==> config.mk <==
export PLATFORM = sky130hd
export DESIGN_NAME = nru_victim_sel
export DESIGN_NICKNAME = d
export VERILOG_FILES = /design/src/rtl/nru_pkg.sv /design/src/rtl/nru_lfsr.sv /design/src/rtl/nru_frame_state.sv /design/src/rtl/nru_class_pick.sv /design/src/rtl/nru_victim_sel.sv
export SDC_FILE = /design/constraint.sdc
export NUM_CORES = 1
export LEC_CHECK = 0
export BUFFER_PORTS_ARGS = -buffer_cell sky130_fd_sc_hd__buf_2
export CAP_MARGIN = 20
export CORE_MARGIN = 3
export CORE_UTILIZATION = 45
export CTS_CLUSTER_SIZE = 25
export DETAILED_ROUTE_END_ITERATION = 8
export SLEW_MARGIN = 15
export SYNTH_ARGS = -nofsm -noshare
export SYNTH_HDL_FRONTEND = slang
export SYNTH_HIERARCHICAL = 1
export SYNTH_SLANG_ARGS = --single-unit
==> constraint.sdc <==
create_clock -name clk -period 6.05 [get_ports clk]
set_input_delay 1.21 -clock clk [delete_from_list [all_inputs] [get_ports clk]]
set_output_delay 1.21 -clock clk [all_outputs]
set_load 0.05 [all_outputs]
==> src/rtl/nru_pkg.sv <==
package nru_pkg;

   localparam int NUM_CLASSES = 4;

   // Eviction priority: lower value is evicted first
   typedef enum logic [1:0] {
      CLS_COLD_CLEAN = 2'd0,
      CLS_COLD_DIRTY = 2'd1,
      CLS_HOT_CLEAN  = 2'd2,
      CLS_HOT_DIRTY  = 2'd3
   } frame_class_t;

   function automatic frame_class_t frame_class(input logic touched, input logic changed);
      return frame_class_t'({touched, changed});
   endfunction

   function automatic logic class_needs_writeback(input frame_class_t c);
      return (c == CLS_COLD_DIRTY) || (c == CLS_HOT_DIRTY);
   endfunction

endpackage

==> src/rtl/nru_lfsr.sv <==
module nru_lfsr #(
   parameter int          LFSR_W = 8,
   parameter int          OUT_W  = 3,
   parameter logic [31:0] SEED   = 32'h0000_00A5
) (
   input  logic             clk,
   input  logic             rst_n,
   output logic [OUT_W-1:0] rnd
);

   logic [LFSR_W-1:0] state_q;
   logic              feedback;

   generate
      if (LFSR_W == 8) begin : g_w8
         assign feedback = state_q[7] ^ state_q[5] ^ state_q[4] ^ state_q[3];
      end else if (LFSR_W == 16) begin : g_w16
         assign feedback = state_q[15] ^ state_q[14] ^ state_q[12] ^ state_q[3];
      end else if (LFSR_W == 32) begin : g_w32
         assign feedback = state_q[31] ^ state_q[21] ^ state_q[1] ^ state_q[0];
      end else begin : g_bad_width
         $error("nru_lfsr: LFSR_W must be 8, 16 or 32");
      end
      if (OUT_W > LFSR_W) begin : g_bad_out
         $error("nru_lfsr: OUT_W exceeds LFSR_W");
      end
      if (SEED[LFSR_W-1:0] == '0) begin : g_bad_seed
         $error("nru_lfsr: seed must be nonzero");
      end
   endgenerate

   always_ff @(posedge clk or negedge rst_n) begin
      if (!rst_n) state_q <= SEED[LFSR_W-1:0];
      else        state_q <= {state_q[LFSR_W-2:0], feedback};
   end

   assign rnd = state_q[OUT_W-1:0];

   a_r5_lfsr_never_stuck: assert property (@(posedge clk) disable iff (!rst_n)
      state_q != '0);

endmodule

==> src/rtl/nru_frame_state.sv <==
module nru_frame_state #(
   parameter int NUM_FRAMES = 8,
   parameter int IDX_W      = $clog2(NUM_FRAMES)
) (
   input  logic                  clk,
   input  logic                  rst_n,
   input  logic                  acc_valid,
   input  logic [IDX_W-1:0]      acc_idx,
   input  logic                  acc_write,
   input  logic                  tick_clear,
   input  logic                  fill_valid,
   input  logic [IDX_W-1:0]      fill_idx,
   input  logic                  fill_write,
   output logic [NUM_FRAMES-1:0] ref_bits,
   output logic [NUM_FRAMES-1:0] mod_bits
);

   logic [NUM_FRAMES-1:0] ref_q;
   logic [NUM_FRAMES-1:0] mod_q;

   generate
      for (genvar f = 0; f < NUM_FRAMES; f++) begin : g_frame
         logic acc_hit;
         logic fill_hit;
         logic wr_hit;

         assign acc_hit  = acc_valid  && (acc_idx  == IDX_W'(f));
         assign fill_hit = fill_valid && (fill_idx == IDX_W'(f));
         assign wr_hit   = acc_hit && acc_write;

         always_ff @(posedge clk or negedge rst_n) begin
            if (!rst_n) begin
               ref_q[f] <= 1'b0;
               mod_q[f] <= 1'b0;
            end else begin
               ref_q[f] <= (ref_q[f] && !tick_clear) || acc_hit || fill_hit;
               if (fill_hit) mod_q[f] <= fill_write || wr_hit;
               else if (wr_hit) mod_q[f] <= 1'b1;
            end
         end
      end
   endgenerate

   assign ref_bits = ref_q;
   assign mod_bits = mod_q;

   a_r2_access_marks_touched: assert property (@(posedge clk) disable iff (!rst_n)
      acc_valid |=> ref_q[$past(acc_idx)]);

   a_r2_write_marks_changed: assert property (@(posedge clk) disable iff (!rst_n)
      (acc_valid && acc_write) |=> mod_q[$past(acc_idx)]);

   a_r3_clear_ages_only_touched: assert property (@(posedge clk) disable iff (!rst_n)
      (tick_clear && !acc_valid && !fill_valid) |=> (ref_q == '0) && (mod_q == $past(mod_q)));

   a_r8_fill_sets_state: assert property (@(posedge clk) disable iff (!rst_n)
      (fill_valid && !acc_valid) |=> ref_q[$past(fill_idx)] && (mod_q[$past(fill_idx)] == $past(fill_write)));

endmodule

==> src/rtl/nru_class_pick.sv <==
module nru_class_pick
   import nru_pkg::*;
#(
   parameter int NUM_FRAMES = 8,
   parameter int IDX_W      = $clog2(NUM_FRAMES)
) (
   input  logic [NUM_FRAMES-1:0] ref_bits,
   input  logic [NUM_FRAMES-1:0] mod_bits,
   input  logic [IDX_W-1:0]      start_idx,
   output logic [IDX_W-1:0]      win_idx,
   output logic                  win_dirty
);

   logic [NUM_FRAMES-1:0] cls_mask [NUM_CLASSES];
   logic [NUM_FRAMES-1:0] sel_mask;
   frame_class_t          sel_class;

   // Group frames by class
   always_comb begin
      for (int c = 0; c < NUM_CLASSES; c++) begin
         for (int f = 0; f < NUM_FRAMES; f++) begin
            cls_mask[c][f] = (frame_class(ref_bits[f], mod_bits[f]) == frame_class_t'(c));
         end
      end
   end

   // Lowest non-empty class
   always_comb begin
      logic found;
      found     = 1'b0;
      sel_mask  = '0;
      sel_class = CLS_HOT_DIRTY;
      for (int c = 0; c < NUM_CLASSES; c++) begin
         if (!found && (|cls_mask[c])) begin
            sel_mask  = cls_mask[c];
            sel_class = frame_class_t'(c);
            found     = 1'b1;
         end
      end
   end

   // First member at or after the random start, wrapping
   always_comb begin
      logic             hit;
      logic [IDX_W-1:0] probe;
      hit     = 1'b0;
      win_idx = start_idx;
      for (int k = 0; k < NUM_FRAMES; k++) begin
         probe = start_idx + IDX_W'(k);
         if (!hit && sel_mask[probe]) begin
            win_idx = probe;
            hit     = 1'b1;
         end
      end
   end

   assign win_dirty = class_needs_writeback(sel_class);

endmodule

==> src/rtl/nru_victim_sel.sv <==
module nru_victim_sel #(
   parameter int          NUM_FRAMES = 8,
   parameter int          IDX_W      = $clog2(NUM_FRAMES),
   parameter int          LFSR_W     = 8,
   parameter logic [31:0] LFSR_SEED  = 32'h0000_00A5
) (
   input  logic             clk,
   input  logic             rst_n,
   input  logic             acc_valid,
   input  logic [IDX_W-1:0] acc_idx,
   input  logic             acc_write,
   input  logic             tick_clear,
   input  logic             fill_valid,
   input  logic [IDX_W-1:0] fill_idx,
   input  logic             fill_write,
   input  logic             vict_req,
   output logic             vict_valid,
   output logic [IDX_W-1:0] vict_idx,
   output logic             vict_dirty
);

   generate
      if (NUM_FRAMES < 2 || (NUM_FRAMES & (NUM_FRAMES - 1)) != 0) begin : g_bad_frames
         $error("nru_victim_sel: NUM_FRAMES must be a power of two, at least 2");
      end
      if (IDX_W != $clog2(NUM_FRAMES)) begin : g_bad_idx
         $error("nru_victim_sel: IDX_W must match NUM_FRAMES");
      end
   endgenerate

   logic [NUM_FRAMES-1:0] ref_bits;
   logic [NUM_FRAMES-1:0] mod_bits;
   logic [IDX_W-1:0]      start_idx;
   logic [IDX_W-1:0]      pick_idx;
   logic                  pick_dirty;

   nru_frame_state #(.NUM_FRAMES(NUM_FRAMES), .IDX_W(IDX_W)) u_state (
      .clk        (clk),
      .rst_n      (rst_n),
      .acc_valid  (acc_valid),
      .acc_idx    (acc_idx),
      .acc_write  (acc_write),
      .tick_clear (tick_clear),
      .fill_valid (fill_valid),
      .fill_idx   (fill_idx),
      .fill_write (fill_write),
      .ref_bits   (ref_bits),
      .mod_bits   (mod_bits)
   );

   nru_lfsr #(.LFSR_W(LFSR_W), .OUT_W(IDX_W), .SEED(LFSR_SEED)) u_lfsr (
      .clk   (clk),
      .rst_n (rst_n),
      .rnd   (start_idx)
   );

   nru_class_pick #(.NUM_FRAMES(NUM_FRAMES), .IDX_W(IDX_W)) u_pick (
      .ref_bits  (ref_bits),
      .mod_bits  (mod_bits),
      .start_idx (start_idx),
      .win_idx   (pick_idx),
      .win_dirty (pick_dirty)
   );

   always_ff @(posedge clk or negedge rst_n) begin
      if (!rst_n) begin
         vict_valid <= 1'b0;
         vict_idx   <= '0;
         vict_dirty <= 1'b0;
      end else begin
         vict_valid <= vict_req;
         if (vict_req) begin
            vict_idx   <= pick_idx;
            vict_dirty <= pick_dirty;
         end
      end
   end

   a_r7_valid_after_req: assert property (@(posedge clk) disable iff (!rst_n)
      vict_req |=> vict_valid);

   a_r7_no_spurious_valid: assert property (@(posedge clk) disable iff (!rst_n)
      !vict_req |=> !vict_valid);

   a_r6_dirty_matches_bit: assert property (@(posedge clk) disable iff (!rst_n)
      vict_req |=> (vict_dirty == $past(mod_bits[pick_idx])));

   a_r4_no_cold_clean_skipped: assert property (@(posedge clk) disable iff (!rst_n)
      (vict_req && ((~ref_bits & ~mod_bits) != '0)) |=> !vict_dirty);

endmodule

==> flow_metrics.py <==
metrics = {
    "routing": {
        "antenna_left": 0,
        "drt_wl_total_um": 6790,
        "drc": 0,
        "drt_iter0_markers": 188,
        "avgRoutedWirePerCell_um": 18.4,
        "routed_via_density": 6.47,
        "route.vias.total": 2388,
        "drtPass1Iterations": 4,
    },
    "logic_synthesis": {
        "synth_mux_area_frac": 0.121,
        "synth_top_family_by_area": "compound AO/OA/AOI/OAI gates",
        "synth.distinct_cells": 73,
        "syn_avg_cell_area_um2": 9.09,
        "synth_edf_count": 0,
        "synth-compound-area-share": 0.287,
        "synth_adder_area_share": 0.00953,
        "synthesis.area_um2": 2630,
        "syn_inst": 289,
        "synth_xor_area_frac": 0.0267,
        "ys_dominant_reg_cell": "dfrtp_1",
        "ys_ff_latch": 29,
        "yosys_warnings": 6,
        "synth-simple-area-share": 0.215,
        "synth_nets": 305,
        "async_flop_share": 1.00,
        "yosysSeqAreaShare": 0.278,
    },
    "sta": {
        "slew_viol_final": 0,
        "worstMarginPinSlew_ps": 726,
        "rsz0062_at_grt": "no",
        "period_needed_ps": 4100,
        "finalCritPeriodShare": 0.678,
        "skew_ps": 5.05,
        "hold_viol_final": 0,
        "max_clock_freq_mhz": 244,
        "slew_headroom": 0.516,
        "tns_ps": 0,
        "setup_viol": 0,
    },
    "floorplanning": {
        "row_count": 27,
        "core_um2": 5570,
        "pin_count": 19,
        "die_height_um": 82.4,
        "initial_utilization": 0.471,
        "dieArea_um2": 6790,
        "die_width_um": 82.4,
    },
    "finish": {
        "final_common_cell": "nand2_1",
        "fin_util": 0.506,
        "area_growth_syn_to_layout_pct": 7.34,
        "num_antenna_cells": 0,
        "seq_area_um2": 731,
        "fill_cells": 526,
        "finalNetCount": 312,
        "drive_gt1_frac": 0.222,
        "mostFrequentLayoutCells": "nand2_1 (30), dfrtp_1 (25), buf_2 (18)",
        "multiInputGateArea_um2": 1730,
    },
    "clock_network": {
        "clkSinkCount": 29,
        "cts_setup_buffers": 0,
        "cts_tree": "done",
        "htreeDepth": 2,
        "cts_resized": 0,
        "cts-hold-fix-buffers": 0,
        "max-clock-path-buffers": 2,
        "numCtsBuffers": 5,
        "cts_root_buf": "clkbuf_8",
        "insertion_delay_ps": 280,
        "clkTransAtPathRegs_ps": 70,
    },
    "placement": {
        "port_buffers": 18,
        "hpwlAfterDp_um": 5160,
        "gp_congestion": 0.905,
    },
    "grt": {
        "antenna_found_initial": 0,
        "track_usage": 0.220,
        "overflow": 0,
        "grt_max_degree": 30,
        "grt_pass1_vias": 2156,
        "grt_pass1_wl_um": 11400,
    },
    "critical_path": {
        "critPathArrivalTime_ps": 4260,
        "required_ps": 6210,
        "worstSetupPathType": "reg -> reg",
        "path_max_fanout": 16,
        "end_kind": "flop",
        "start_kind": "flop",
        "ff2ff_path_depth": 12,
    },
    "hold_path": {
        "hold_depth": 0,
        "min_path_type": "reg -> reg",
    },
    "run": {
        "cap_viol_max_count": 0,
    },
    "power_and_ir_drop": {
        "power.density_nw_per_um2": 282,
        "p_leak_nw": 1.14,
        "vdd_drop_max_mv": 0.143,
    },
    "outcome": {
        "status": "complete, no violations",
    },
}
-- cells by family (layout without fill, tap and decap cells) --
group	Yosys count	in the layout
AO/OA/AOI/OAI	94	94
XOR/XNOR	8	8
adder cells (fa/ha/maj)	2	2
buffers and inverters	34	42
flip-flops	29	29
multiplexers	23	23
AND/OR/NAND/NOR	99	99
-- registers in the layout, summed over array words and instances (netlist names) --
name	cells
u_lfsr/state_q	8
u_state/mod_bits	8
u_state/ref_bits	8
vict_idx	3
vict_dirty	1
vict_valid	1
-- critical path, cell delays in order (launching register included) --
cell,delay [ps]
dfrtp_1,680
clkinv_1,390
ha_1,680
mux2_2,400
o21ai_0,180
o211ai_1,110
and2_1,180
a211o_1,320
o21a_1,160
a311o_1,360
a21boi_1,160
o32ai_2,100
mux2_2,260
-- final timing paths --
| kind | from | to | slack [ps] |
|---|---|---|---|
| setup / recovery | u_lfsr/state_q[1] | vict_idx[1] | 1950 |
| setup reg to reg | u_lfsr/state_q[1] | vict_idx[1] | 1950 |
| min in group asynchronous | rst_n | vict_idx[0] | 940 |
| max in group asynchronous | rst_n | u_state/mod_bits[6] | 4690 |
| hold reg to reg | u_lfsr/state_q[6] | u_lfsr/state_q[7] | 360 |
| hold / removal | u_lfsr/state_q[6] | u_lfsr/state_q[7] | 360 |
-- report_power, final --
group	internal [W]	switching (W)
Clock	0.000123	0.0000754
Sequential	0.000221	0.0000404
Combinational	0.000138	0.000196
Total	0.000482	0.000312
-- area by class of cell --
| class | count | share of cell area |
|---|---|---|
| Multi-Input combinational cell | 226 | 0.615 |
| Clock inverter | 3 | 0.0164 |
| Inverter | 16 | 0.0213 |
| Sequential cell | 29 | 0.259 |
| Clock buffer | 5 | 0.0244 |
| Tap cell | 72 | 0.0320 |
| Timing Repair Buffer | 18 | 0.0320 |
-- metal layers --
metal  global-route usage  share of wire  vias up
met3               0.0336          0.052       10
met4               0.0631          0.011        0
li1                     -              -     1131
met1                0.308           0.46     1163
met2                0.349           0.48       84
met5                    0              0        -
-- Yosys cell counts (3+ instances only) --
| library cell | instances | area, um^2 |
|---|---|---|
| inv_1 | 15 | 56.3 |
| o22ai_1 | 6 | 37.5 |
| o21ai_0 | 11 | 55.1 |
| xnor2_1 | 5 | 43.8 |
| nand3_1 | 7 | 35.0 |
| clkbuf_1 | 10 | 37.5 |
| mux4_2 | 6 | 135 |
| dfstp_2 | 4 | 105 |
| nand2_1 | 30 | 113 |
| mux2i_1 | 6 | 60.1 |
| nor2b_1 | 5 | 31.3 |
| a22o_1 | 3 | 26.3 |
| a211oi_1 | 7 | 52.6 |
| dfrtp_1 | 25 | 626 |
| a22oi_1 | 7 | 52.6 |
| o221ai_1 | 9 | 78.8 |
| o21ai_1 | 4 | 20.0 |
| xor2_1 | 3 | 26.3 |
| a21oi_1 | 8 | 40.0 |
| nor2_1 | 15 | 56.3 |
| and3_1 | 3 | 18.8 |
| mux2_2 | 11 | 124 |
| o2111ai_1 | 3 | 26.3 |
| buf_6 | 3 | 33.8 |
| nand2b_1 | 9 | 56.3 |
| a221o_1 | 5 | 50.1 |
| or2_2 | 3 | 18.8 |
| buf_4 | 3 | 22.5 |
-- stage by stage --
step	total power, W	worst slack, ps	hold slack, ps	area (um^2)	std cells
3_5_place_dp	0.000590	2010	355	2700	361
2_1_floorplan	0.000504	2280	333	2630	289
3_3_place_gp	0.000592	1990	336	2700	361
5_1_grt	0.000839	1720	380	2820	369
6_report	0.000794	1950	364	2820	369
4_1_cts	0.000791	1990	373	2820	369
Note: power is estimated with default switching activity, not from simulation.
